===== src/rtl/flash_cmd_pkg.sv =====
package flash_cmd_pkg;
  localparam int CMP_W  = 11;
  localparam int BYTE_W = 8;

  localparam logic [CMP_W-1:0] KEY_ADDR_A = 11'h555;
  localparam logic [CMP_W-1:0] KEY_ADDR_B = 11'h2AA;

  localparam logic [BYTE_W-1:0] CODE_KEY_A   = 8'hAA;
  localparam logic [BYTE_W-1:0] CODE_KEY_B   = 8'h55;
  localparam logic [BYTE_W-1:0] CODE_IDENT   = 8'h90;
  localparam logic [BYTE_W-1:0] CODE_PROG    = 8'hA0;
  localparam logic [BYTE_W-1:0] CODE_BYPASS  = 8'h20;
  localparam logic [BYTE_W-1:0] CODE_ERSETUP = 8'h80;
  localparam logic [BYTE_W-1:0] CODE_ERCHIP  = 8'h10;
  localparam logic [BYTE_W-1:0] CODE_RESET   = 8'hF0;
  localparam logic [BYTE_W-1:0] CODE_EXIT    = 8'h00;

  typedef enum logic [1:0] {
    RD_ARRAY  = 2'd0,
    RD_IDENT  = 2'd1,
    RD_BYPASS = 2'd2
  } readSel_e;

  typedef enum logic [3:0] {
    SQ_IDLE,
    SQ_KEY1,
    SQ_KEY2,
    SQ_PGM,
    SQ_ER1,
    SQ_ER2,
    SQ_ER3,
    SQ_BP_IDLE,
    SQ_BP_PGM,
    SQ_BP_EXIT
  } seq_e;

  typedef struct packed {
    logic atKeyA;
    logic atKeyB;
    logic dKeyA;
    logic dKeyB;
    logic dIdent;
    logic dProg;
    logic dBypass;
    logic dErSetup;
    logic dErChip;
    logic dReset;
    logic dExit;
  } match_t;

  typedef struct packed {
    logic capTarget;
    logic firePgm;
    logic fireErase;
    logic fireReset;
  } strobe_t;
endpackage


===== src/rtl/fcd_dpath.sv =====
module fcd_dpath
  import flash_cmd_pkg::*;
#(
  parameter int ADDR_W = 19
) (
  input  logic              clk,
  input  logic              rstN,
  input  logic [ADDR_W-1:0] wrAddr,
  input  logic [BYTE_W-1:0] wrData,
  input  strobe_t           strb,
  output match_t            match,
  output logic              progStart,
  output logic              eraseStart,
  output logic              resetReq,
  output logic [ADDR_W-1:0] progAddr,
  output logic [BYTE_W-1:0] progData
);
  logic [CMP_W-1:0] cmpAddr;

  // only the low address bits take part in matching
  generate
    if (ADDR_W >= CMP_W) begin : g_cut
      assign cmpAddr = wrAddr[CMP_W-1:0];
    end else begin : g_pad
      assign cmpAddr = CMP_W'(wrAddr);
    end
  endgenerate

  always_comb begin
    match.atKeyA   = (cmpAddr == KEY_ADDR_A);
    match.atKeyB   = (cmpAddr == KEY_ADDR_B);
    match.dKeyA    = (wrData == CODE_KEY_A);
    match.dKeyB    = (wrData == CODE_KEY_B);
    match.dIdent   = (wrData == CODE_IDENT);
    match.dProg    = (wrData == CODE_PROG);
    match.dBypass  = (wrData == CODE_BYPASS);
    match.dErSetup = (wrData == CODE_ERSETUP);
    match.dErChip  = (wrData == CODE_ERCHIP);
    match.dReset   = (wrData == CODE_RESET);
    match.dExit    = (wrData == CODE_EXIT);
  end

  always_ff @(posedge clk or negedge rstN) begin
    if (!rstN) begin
      progStart  <= 1'b0;
      eraseStart <= 1'b0;
      resetReq   <= 1'b0;
    end else begin
      progStart  <= strb.firePgm;
      eraseStart <= strb.fireErase;
      resetReq   <= strb.fireReset;
    end
  end

  always_ff @(posedge clk or negedge rstN) begin
    if (!rstN) begin
      progAddr <= '0;
      progData <= '0;
    end else if (strb.capTarget) begin
      progAddr <= wrAddr;
      progData <= wrData;
    end
  end
endmodule


===== src/rtl/fcd_ctrl.sv =====
module fcd_ctrl
  import flash_cmd_pkg::*;
(
  input  logic     clk,
  input  logic     rstN,
  input  logic     wrValid,
  input  logic     busy,
  input  logic     opError,
  input  match_t   match,
  output strobe_t  strb,
  output readSel_e mode
);
  seq_e     seq, seqNext;
  readSel_e modeNext;
  logic     take;

  assign take = wrValid && !busy;

  always_comb begin
    seqNext  = seq;
    modeNext = mode;
    strb     = '0;
    if (take) begin
      if (mode == RD_BYPASS) begin
        case (seq)
          SQ_BP_PGM: begin
            strb.capTarget = 1'b1;
            strb.firePgm   = 1'b1;
            seqNext        = SQ_BP_IDLE;
          end
          SQ_BP_EXIT: begin
            if (match.dExit) begin
              modeNext = RD_ARRAY;
              seqNext  = SQ_IDLE;
            end else begin
              seqNext = SQ_BP_IDLE;
            end
          end
          default: begin
            seqNext = SQ_BP_IDLE;
            if (match.dProg) seqNext = SQ_BP_PGM;
            else if (match.dIdent) seqNext = SQ_BP_EXIT;
            else if (match.dReset && opError) strb.fireReset = 1'b1;
          end
        endcase
      end else if (seq == SQ_PGM) begin
        strb.capTarget = 1'b1;
        strb.firePgm   = 1'b1;
        seqNext        = SQ_IDLE;
        modeNext       = RD_ARRAY;
      end else if (match.dReset) begin
        strb.fireReset = 1'b1;
        seqNext        = SQ_IDLE;
        modeNext       = RD_ARRAY;
      end else begin
        // default: a write that breaks the sequence
        seqNext  = SQ_IDLE;
        modeNext = RD_ARRAY;
        case (seq)
          SQ_IDLE: if (match.atKeyA && match.dKeyA) begin
            seqNext = SQ_KEY1; modeNext = mode;
          end
          SQ_KEY1: if (match.atKeyB && match.dKeyB) begin
            seqNext = SQ_KEY2; modeNext = mode;
          end
          SQ_KEY2: if (match.atKeyA) begin
            if (match.dIdent) begin
              modeNext = RD_IDENT;
            end else if (match.dProg) begin
              seqNext = SQ_PGM; modeNext = mode;
            end else if (match.dBypass) begin
              seqNext = SQ_BP_IDLE; modeNext = RD_BYPASS;
            end else if (match.dErSetup) begin
              seqNext = SQ_ER1; modeNext = mode;
            end
          end
          SQ_ER1: if (match.atKeyA && match.dKeyA) begin
            seqNext = SQ_ER2; modeNext = mode;
          end
          SQ_ER2: if (match.atKeyB && match.dKeyB) begin
            seqNext = SQ_ER3; modeNext = mode;
          end
          SQ_ER3: if (match.atKeyA && match.dErChip) begin
            strb.fireErase = 1'b1;
          end
          default: ;
        endcase
      end
    end
  end

  always_ff @(posedge clk or negedge rstN) begin
    if (!rstN) begin
      seq  <= SQ_IDLE;
      mode <= RD_ARRAY;
    end else begin
      seq  <= seqNext;
      mode <= modeNext;
    end
  end
endmodule


===== src/rtl/flash_cmd_decoder.sv =====
module flash_cmd_decoder
  import flash_cmd_pkg::*;
#(
  parameter int ADDR_W = 19
) (
  input  logic              clk,
  input  logic              rstN,
  input  logic              wrValid,
  input  logic [ADDR_W-1:0] wrAddr,
  input  logic [7:0]        wrData,
  input  logic              busy,
  input  logic              opError,
  output logic [1:0]        readSel,
  output logic              progStart,
  output logic              eraseStart,
  output logic              resetReq,
  output logic [ADDR_W-1:0] progAddr,
  output logic [7:0]        progData
);
  match_t   match;
  strobe_t  strb;
  readSel_e mode;

  fcd_ctrl u_ctrl (
    .clk     (clk),
    .rstN    (rstN),
    .wrValid (wrValid),
    .busy    (busy),
    .opError (opError),
    .match   (match),
    .strb    (strb),
    .mode    (mode)
  );

  fcd_dpath #(.ADDR_W(ADDR_W)) u_dpath (
    .clk        (clk),
    .rstN       (rstN),
    .wrAddr     (wrAddr),
    .wrData     (wrData),
    .strb       (strb),
    .match      (match),
    .progStart  (progStart),
    .eraseStart (eraseStart),
    .resetReq   (resetReq),
    .progAddr   (progAddr),
    .progData   (progData)
  );

  assign readSel = mode;
endmodule


===== config.mk =====
export PLATFORM = sky130hd
export DESIGN_NAME = flash_cmd_decoder
export DESIGN_NICKNAME = d
export VERILOG_FILES = /design/src/rtl/flash_cmd_pkg.sv /design/src/rtl/fcd_dpath.sv /design/src/rtl/fcd_ctrl.sv /design/src/rtl/flash_cmd_decoder.sv
export SDC_FILE = /design/constraint.sdc
export NUM_CORES = 1
export LEC_CHECK = 0
export BUFFER_PORTS_ARGS = -buffer_cell sky130_fd_sc_hd__buf_2
export CAP_MARGIN = 40
export CORE_ASPECT_RATIO = 1.75
export CORE_MARGIN = 5
export CORE_UTILIZATION = 52
export CTS_CLUSTER_SIZE = 14
export DETAILED_ROUTE_END_ITERATION = 8
export GPL_ROUTABILITY_DRIVEN = 0
export PLACE_DENSITY = 0.89
export SYNTH_ARGS = -nofsm -noshare
export SYNTH_HDL_FRONTEND = slang
export SYNTH_SLANG_ARGS = --single-unit
export TNS_END_PERCENT = 20

===== constraint.sdc =====
create_clock -name clk -period 5.1 [get_ports clk]
set_input_delay 0 -clock clk [delete_from_list [all_inputs] [get_ports clk]]
set_output_delay 0 -clock clk [all_outputs]
set_load 0.005 [all_outputs]

Word level (Yosys, flattened, before mapping)
Cells that the tools add are included.

Register bits: 36. Input bits: 32. Output and inout bits: 32.

Equal/unequal tests: 25. Mux-type cells: 45. Reductions and logical operators: 12.

Operators by type and width (count): == test 8 bit (second input constant) (5); two-way mux 4 bit (10); two-way mux 2 bit (17); case mux 4 bit (5 select lines) (1); == test 4 x 3 -> 1 bit (second input constant) (3); two-way mux 3 bit (4); == test 11 x 10 -> 1 bit (second input constant) (1); == test 11 bit (second input constant) (1); two-way mux 1 bit (11); inequality test 5 x 2 -> 1 bit (second input constant) (2); == test 4 x 2 -> 1 bit (second input constant) (2); == test 4 bit (second input constant) (2); == test 8 x 5 -> 1 bit (second input constant) (1); == test 8 x 6 -> 1 bit (second input constant) (1); == test 8 x 7 -> 1 bit (second input constant) (1); logical NOT 8 bit (1); inequality test 8 bit (second input constant) (1); case mux 4 bit (2 select lines) (1); inequality test 7 bit (second input constant) (1); AND reduction 7 bit (1); case mux 2 bit (3 select lines) (1); OR reduction 2 bit (3); logical AND 1 bit (5); == test 4 x 1 -> 1 bit (second input constant) (1); 4 further kinds (5).

Longest topological paths before layout
Gate-level depths: netlist of the first run.

Depth in word-level cells: 10. Depth in mapped cells: 8. Depth with buffers taken out: 6.

By module
A second synthesis of the first run with hierarchy kept.

Cells, all modules: 160. Area total of the unflattened synthesis: 1845.5 um^2.

Modules (own cells, without submodules): fcd_dpath (times used 1, cells each 87, area each 1265.0 um^2, sequential area each 750.7 um^2); fcd_ctrl (times used 1, cells each 73, area each 580.6 um^2, sequential area each 150.1 um^2).

Least setup slack after synthesis of the first run
Ideal clock, no wire load.

Kind: reg-to-reg. Start: reg u_ctrl.seq[0]. End: reg u_ctrl.mode[1]. Library setup time: 0.127 ns. Arrival: 2.010 ns. Path slack: 2.963 ns. Cell stages (with the launch flop): 8. Path buffers: 1. Clock period less this slack: 2.137 ns. Cells stage by stage: dfrtp_1 -> nor4b_1 -> nand3_1 -> or4b_1 -> buf_2 -> o41ai_4 -> nor2_2 -> mux2_1.

Word-level cells in the longest chain between the ends: 6. Elaborated cells between the ends (all ways): 19. Those cells by class: 11 x eq/ne; 4 x mux; 4 x reduce/logical.

RTL lines: start: declaration (line fcd_ctrl.sv:13) `seq_e seq, seqNext;`; start signal: assignment (line fcd_ctrl.sv:97) `seq <= seqNext;`; == test 4 x 1 -> 1 bit, or another cell as far along (line fcd_ctrl.sv:59) `case (seq)`; OR reduction 2 bit (no line); case mux 2 bit (3 select lines) (line fcd_ctrl.sv:59); two-way mux 2 bit (line fcd_ctrl.sv:51) `end else if (match.dReset) begin`; two-way mux 2 bit (line fcd_ctrl.sv:46) `end else if (seq == SQ_PGM) begin`; two-way mux 2 bit (line fcd_ctrl.sv:24) `if (mode == RD_BYPASS) begin`; end signal: assignment (line fcd_ctrl.sv:98) `mode <= modeNext;`; end: declaration (line fcd_ctrl.sv:11) `output readSel_e mode`.

Several ways; a longest one is shown, not always the timed one. A chain may end at the register's enable or synchronous reset.

Worst setup path in the final report of the first run
Same ends and word-level chain as after synthesis.

==> flow_summary.json, run 1 <==
{
  "cp_max_fo": 8,
  "hold_depth": 3,
  "htree_levels": 2,
  "slew_headroom_pct": 47.0,
  "num_vias": 1616,
  "track_usage_pct": 24.3,
  "drt-total-wl_um": 4960,
  "gr-usage-met2_pct": 42.3,
  "grt_pass1_wl_um": 8180,
  "finalHoldViolCount": 0,
  "dp_hpwl_um": 3360,
  "diodes": 0,
  "crit_path_end_kind": "flip-flop",
  "clk_latency_ps": 290,
  "rsz0062_at_grt": "false",
  "worst_slew_pin_slew_ps": 795,
  "hold_path_class": "in -> reg",
  "grt_util_met3_pct": 3.27,
  "yosysSeqAreaShare_pct": 51.5,
  "final_nets": 273,
  "multi_input_area_um2": 815,
  "ctsHoldBuffers": 24,
  "synth_warnings": 0,
  "synth_most_common_cell": "dfrtp_1",
  "routedWlPerCell_um": 17.3,
  "root_buffer": "clkbuf_8",
  "overflow": 0,
  "critPathMaxStageDelay_ps": 650,
  "antenna_found_initial": 0,
  "io_pins": 64,
  "via_per_inst": 5.63,
  "cts_resized": 0,
  "fin_area_mm2": 0.00248,
  "hp-start": "wrData[5]",
  "fillerInstances": 230,
  "cp_top_family": "simple AND/OR/NAND/NOR gates",
  "reg2reg_slack_ps": 2600,
  "hold_end": "u_dpath.resetReq$_DFF_PN0_",
  "netlist_top_cells_area": "dfrtp_1 51%, mux2_2 17%, nor2_1 2.4%",
  "fmax_mhz": 400,
  "whs_ps": 31.7,
  "grt_busiest_layer": "met2",
  "critPathBufInv": 0,
  "finalClockSkew_ps": 5.67,
  "grt_max_degree": 37,
  "rows": 28,
  "synth_top_area_cell": "dfrtp_1",
  "grtUsageMet1_pct": 27.9,
  "die_h_um": 86.8,
  "drt_first_pass_iters": 4,
  "drtAntennaViolNets": 0,
  "slowest_stage": "or4b_1",
  "die-area_mm2": 0.00467,
  "postSynthNetCount": 184,
  "cts.sinks": 36,
  "regArea_um2": 901,
  "power_density_mw_per_mm2": 357,
  "synthArstFlopShare_pct": 100,
  "fin_crit_sh_pct": 49.0,
  "syn_inst": 152,
  "vdd_drop_max_mv": 0.316,
  "critPathLaunchType": "flip-flop",
  "post_cts_buffers": 0,
  "die_w_um": 53.9,
  "required_ps": 5280,
  "clkTransAtPathRegs_ps": 70,
  "cts_tree": "done",
  "reg2reg_depth": 6,
  "synthTopCellsByCount": "36 x dfrtp_1, 26 x mux2_2, 11 x nor2_1",
  "drive_gt1_share_pct": 42.6,
  "mappedNetlistArea_mm2": 0.00175,
  "netlist.area_leader.share_pct": 51.5,
  "final_util_pct": 74.4,
  "cap_violations": 0,
  "synth.ff_latch_count": 36,
  "initial_core_util_pct": 52.6,
  "synth_ff_type": "dfrtp_1",
  "r2r_start": "u_ctrl.seq[0]$_DFFE_PN0P_",
  "drc_errors": 0,
  "netlist-cell-type-count": 36,
  "critical_path_class": "reg -> reg",
  "drv_slew": 0,
  "avgSynthCellArea_um2": 11.5,
  "power_leakage_uw": 0.00117,
  "status": "complete, no violations",
  "cts_buffer_depth": 2,
  "io_buffers": 63,
  "fin_setup_tns_ps": 0,
  "setup_viol": 0,
  "area_growth_syn_to_layout_pct": 41.5,
  "cp.arrival_ps": 2670,
  "core_area_mm2": 0.00333,
  "cts-buffers-inserted": 5,
  "grt_pass1_vias": 1666,
  "post_dp_cell_area_mm2": 0.00213,
  "path_cells": "nor4b_1 > nand3_1 > or4b_1 > o41ai_4 > nor2_2 > mux2_1",
  "period_minus_slack_ps": 2500,
  "r2r_end": "u_ctrl.mode[1]$_DFFE_PN0P_",
  "drt_iter0_drc": 97,
  "synth_edf_count": 0
}
-- flip-flops by register name, indices dropped and copies added, names as in the netlist --
name                count
u_ctrl.seq              4
u_dpath.resetReq        1
u_dpath.progData        8
u_dpath.progAddr       19
u_dpath.eraseStart      1
u_ctrl.mode             2
u_dpath.progStart       1
-- area by class of cell --
type	instances	share of cell area, %
sequential	36	36.4
multi-input combinational	107	32.9
timing repair buffer	88	23.5
clock buffer	5	2.78
tap	45	2.27
clock inverter	3	1.72
inverter	3	0.455
-- cell families (layout without fill, tap and decap cells) --
family                    after synthesis  after routing  share of synthesized area, %
xor gates and xnor gates                1              1                         0.500
DFF                                    36             36                          51.5
muxes                                  27             27                          17.4
AOI/OAI and AO/OA                      18             18                          7.29
and+or+nand+nor                        61             61                          21.4
buffers and inverters                   9             99                          2.00
-- worst reg2reg max path, stage by stage (launching register included) --
cell and delay (ps):
dfrtp_1 480, nor4b_1 350, nand3_1 210, or4b_1 650
o41ai_4 320, nor2_2 60, mux2_1 310
-- how the worst max path moves through the flow --
| stage | startpoint | endpoint | slack, ps | cells after the start |
|---|---|---|---|---|
| after floorplan | u_ctrl.seq[0]$_DFFE_PN0P_ | u_ctrl.mode[1]$_DFFE_PN0P_ | 2960 | 7 |
| after global placement | u_ctrl.mode[0]$_DFFE_PN0P_ | u_dpath.progData[4]$_DFFE_PN0P_ | 2770 | 5 |
| after detailed placement | u_ctrl.seq[0]$_DFFE_PN0P_ | u_ctrl.mode[1]$_DFFE_PN0P_ | 2700 | 6 |
| after CTS | u_ctrl.seq[0]$_DFFE_PN0P_ | u_ctrl.mode[1]$_DFFE_PN0P_ | 2680 | 6 |
| after global routing | u_ctrl.seq[0]$_DFFE_PN0P_ | u_ctrl.mode[1]$_DFFE_PN0P_ | 2490 | 6 |
| final | u_ctrl.seq[0]$_DFFE_PN0P_ | u_ctrl.mode[1]$_DFFE_PN0P_ | 2600 | 6 |
-- cells in the final DEF, fill, tap and decap left out, types with 3 or more instances in the layout --
| cell | n |
|---|---|
| o21ai_0 | 7 |
| nand3_1 | 3 |
| nor4_1 | 5 |
| nor2_1 | 11 |
| clkbuf_8 | 5 |
| and4b_1 | 3 |
| nand2_1 | 7 |
| nand4_1 | 4 |
| mux2_2 | 26 |
| a21oi_1 | 3 |
| buf_2 | 63 |
| dfrtp_1 | 36 |
| nor2b_1 | 5 |
| inv_1 | 3 |
| dlygate4sd3_1 | 24 |
| a31oi_1 | 3 |
| nor4b_1 | 3 |
| nand2b_1 | 4 |
| o31ai_1 | 3 |
-- routing by layer --
metal,vias to the layer above,share of wire (%)
li1,739,-
met1,782,36
met2,84,56
met3,11,5.9
met4,0,2.8
met5,-,0
-- per-stage QoR --
stage                     worst slack (ps)  cells  total power (uW)
after floorplan                       2960    152               500
after global placement                2770    254               611
after detailed placement              2700    255               624
after CTS                             2680    287               888
after global routing                  2490    287               935
final                                 2600    287               885
-- power by group --
group / switching (uW) / internal (uW)
registers: 41.3 / 363
clock network: 103 / 145
logic: 96.8 / 135
total: 242 / 643
No activity file was read; power rests on OpenSTA's default activity.
==> run 2: changes to the inputs <==
Settings changed: CORE_UTILIZATION 52 to 44, PLACE_DENSITY 0.89 to 0.81.
Clock period 5.1 ns to 2.18 ns, I/O delays scaled along.
==> run 2 against run 1 <==
Against the previous run:
- final cell count increased by 2.4%
- critical path type unchanged
- wire length shrank 0.54%
- clock power is 140% higher
==> flow_summary.json, run 2 (synthesis gave the netlist of run 1 again) <==
{
  "status": "complete, no violations",
  "dp_slack_ps": -4.67,
  "htree_levels": 2,
  "drc_errors": 0,
  "post_cts_buffers": 0,
  "setup_viol": 0,
  "via_per_inst": 5.51,
  "overflow": 0,
  "hp-start": "wrData[3]",
  "power_leakage_uw": 0.00121,
  "power_density_mw_per_mm2": 820,
  "hold_path_class": "in -> reg",
  "slew_headroom_pct": 47.3,
  "critPathLaunchType": "flip-flop",
  "io_pins": 64,
  "crit_end": "u_ctrl.mode[1]$_DFFE_PN0P_",
  "finalHoldViolCount": 0,
  "path_cells": "nor4b_2 > nand3_1 > or4b_4 > o41ai_4 > nor2_2 > mux2_4",
  "grt_pass1_wl_um": 8070,
  "fillerInstances": 322,
  "die_h_um": 93.4,
  "drive_gt1_share_pct": 47.2,
  "die_w_um": 57.7,
  "io_buffers": 63,
  "fmax_mhz": 470,
  "cap_violations": 0,
  "final_cell_mix": "63 x buf_2, 35 x dfrtp_1, 26 x mux2_2, 19 x dlygate4sd3_1, 11 x nor2_1",
  "final_common_cell": "buf_2",
  "core_area_mm2": 0.00387,
  "track_usage_pct": 19.6,
  "period_minus_slack_ps": 2130,
  "vdd_drop_max_mv": 0.782,
  "multi_input_area_um2": 843,
  "startpoint": "u_ctrl.seq[0]$_DFFE_PN0P_",
  "drt-total-wl_um": 4930,
  "finalPower_uw": 2070,
  "drtAntennaViolNets": 0,
  "reg2reg_depth": 6,
  "antenna_found_initial": 0,
  "reg_top3": "u_dpath.progAddr x19, u_dpath.progData x8, u_ctrl.seq x4",
  "final_util_pct": 65.3,
  "whs_ps": 0.653,
  "critical_path_class": "reg -> reg",
  "cts-buffers-inserted": 5,
  "setup_ws_ps": 54.4,
  "largest_register_ffs": 19,
  "reg2reg_slack_ps": 50,
  "die-area_mm2": 0.00539,
  "required_ps": 2370,
  "fin_crit_sh_pct": 97.5,
  "critPathMaxStageDelay_ps": 550,
  "final_nets": 277,
  "regArea_um2": 902,
  "worst_slew_pin_slew_ps": 791,
  "cts_buffer_depth": 2,
  "slowest_stage": "or4b_4",
  "cts_tree": "done",
  "crit_path_end_kind": "flip-flop",
  "initial_core_util_pct": 45.3,
  "routedWlPerCell_um": 16.8,
  "cts.sinks": 36,
  "finalClockSkew_ps": 8.53,
  "rows": 30,
  "cp.arrival_ps": 2320,
  "num_vias": 1620,
  "clk_latency_ps": 300,
  "diodes": 0,
  "drt_iter0_drc": 42,
  "r2r_end": "u_ctrl.mode[1]$_DFFE_PN0P_",
  "clkTransAtPathRegs_ps": 70,
  "grt_max_degree": 37,
  "root_buffer": "clkbuf_8",
  "r2r_start": "u_ctrl.seq[0]$_DFFE_PN0P_",
  "area_growth_syn_to_layout_pct": 44.2,
  "dp_hpwl_um": 3490,
  "drv_slew": 0,
  "top_register": "u_dpath.progAddr",
  "grt_pass1_vias": 1767,
  "cp_max_fo": 4,
  "drt_first_pass_iters": 4
}
==> run 2: worst min-delay path by stage <==
stage | to | slack, ps | cells after the start
3_5_place_dp | u_dpath.progAddr[5]$_DFFE_PN0P_ | 120 | 1
2_1_floorplan | u_ctrl.mode[0]$_DFFE_PN0P_ | -300 | 0
3_3_place_gp | u_dpath.progAddr[7]$_DFFE_PN0P_ | 120 | 1
4_1_cts | u_dpath.progData[2]$_DFFE_PN0P_ | 3 | 2
5_1_grt | u_dpath.progData[3]$_DFFE_PN0P_ | 10 | 2
6_report | u_dpath.progData[3]$_DFFE_PN0P_ | 0.7 | 2
==> run 2: routing by layer <==
metal  wire [um]  vias up  global-route usage [%]  part of all wire [%]
li1            -      748                       -                     -
met1        1830      781                    20.1                    37
met2        2590       74                    34.7                    53
met3         301       17                    4.28                   6.1
met4         212        0                    12.4                   4.3
met5           0        -                       0                     0
==> run 2: layout make-up <==
class | count | share of cell area (%)
clock buffer | 5 | 2.73
clock inverter | 3 | 1.69
inverter | 3 | 0.446
multi-input combinational | 107 | 33.4
sequential | 36 | 35.7
tap | 48 | 2.38
timing repair buffer | 92 | 23.6
==> run 2: per-stage QoR <==
step / instances / TNS (ps) / area [um^2]
3_5_place_dp: 264 / -4.67 / 2150
5_1_grt: 294 / -4.53 / 2520
6_report: 294 / 0 / 2520
2_1_floorplan: 152 / 0 / 1750
4_1_cts: 294 / 0 / 2490
3_3_place_gp: 264 / 0 / 2150
==> run 2: worst max-delay path: cells and delay by family, from the launching register on <==
kind / cells / cell delay [ps]
and+or+nand+nor: 4 / 1020
muxes: 1 / 300
DFF: 1 / 410
AOI/OAI and AO/OA: 1 / 290
==> run 2: report_power, final <==
part	internal (uW)	switching (uW)
clock network	338	248
logic	318	225
registers	850	88.8
total	1510	562
==> run 2: timing repair <==
item	4_1_cts	5_1_grt
setup endpoints to repair	1	3
endpoints found under the hold margin	57	0
pin swaps	0	1
gates cloned	0	0
resized for setup	1	9
hold buffers	22	0
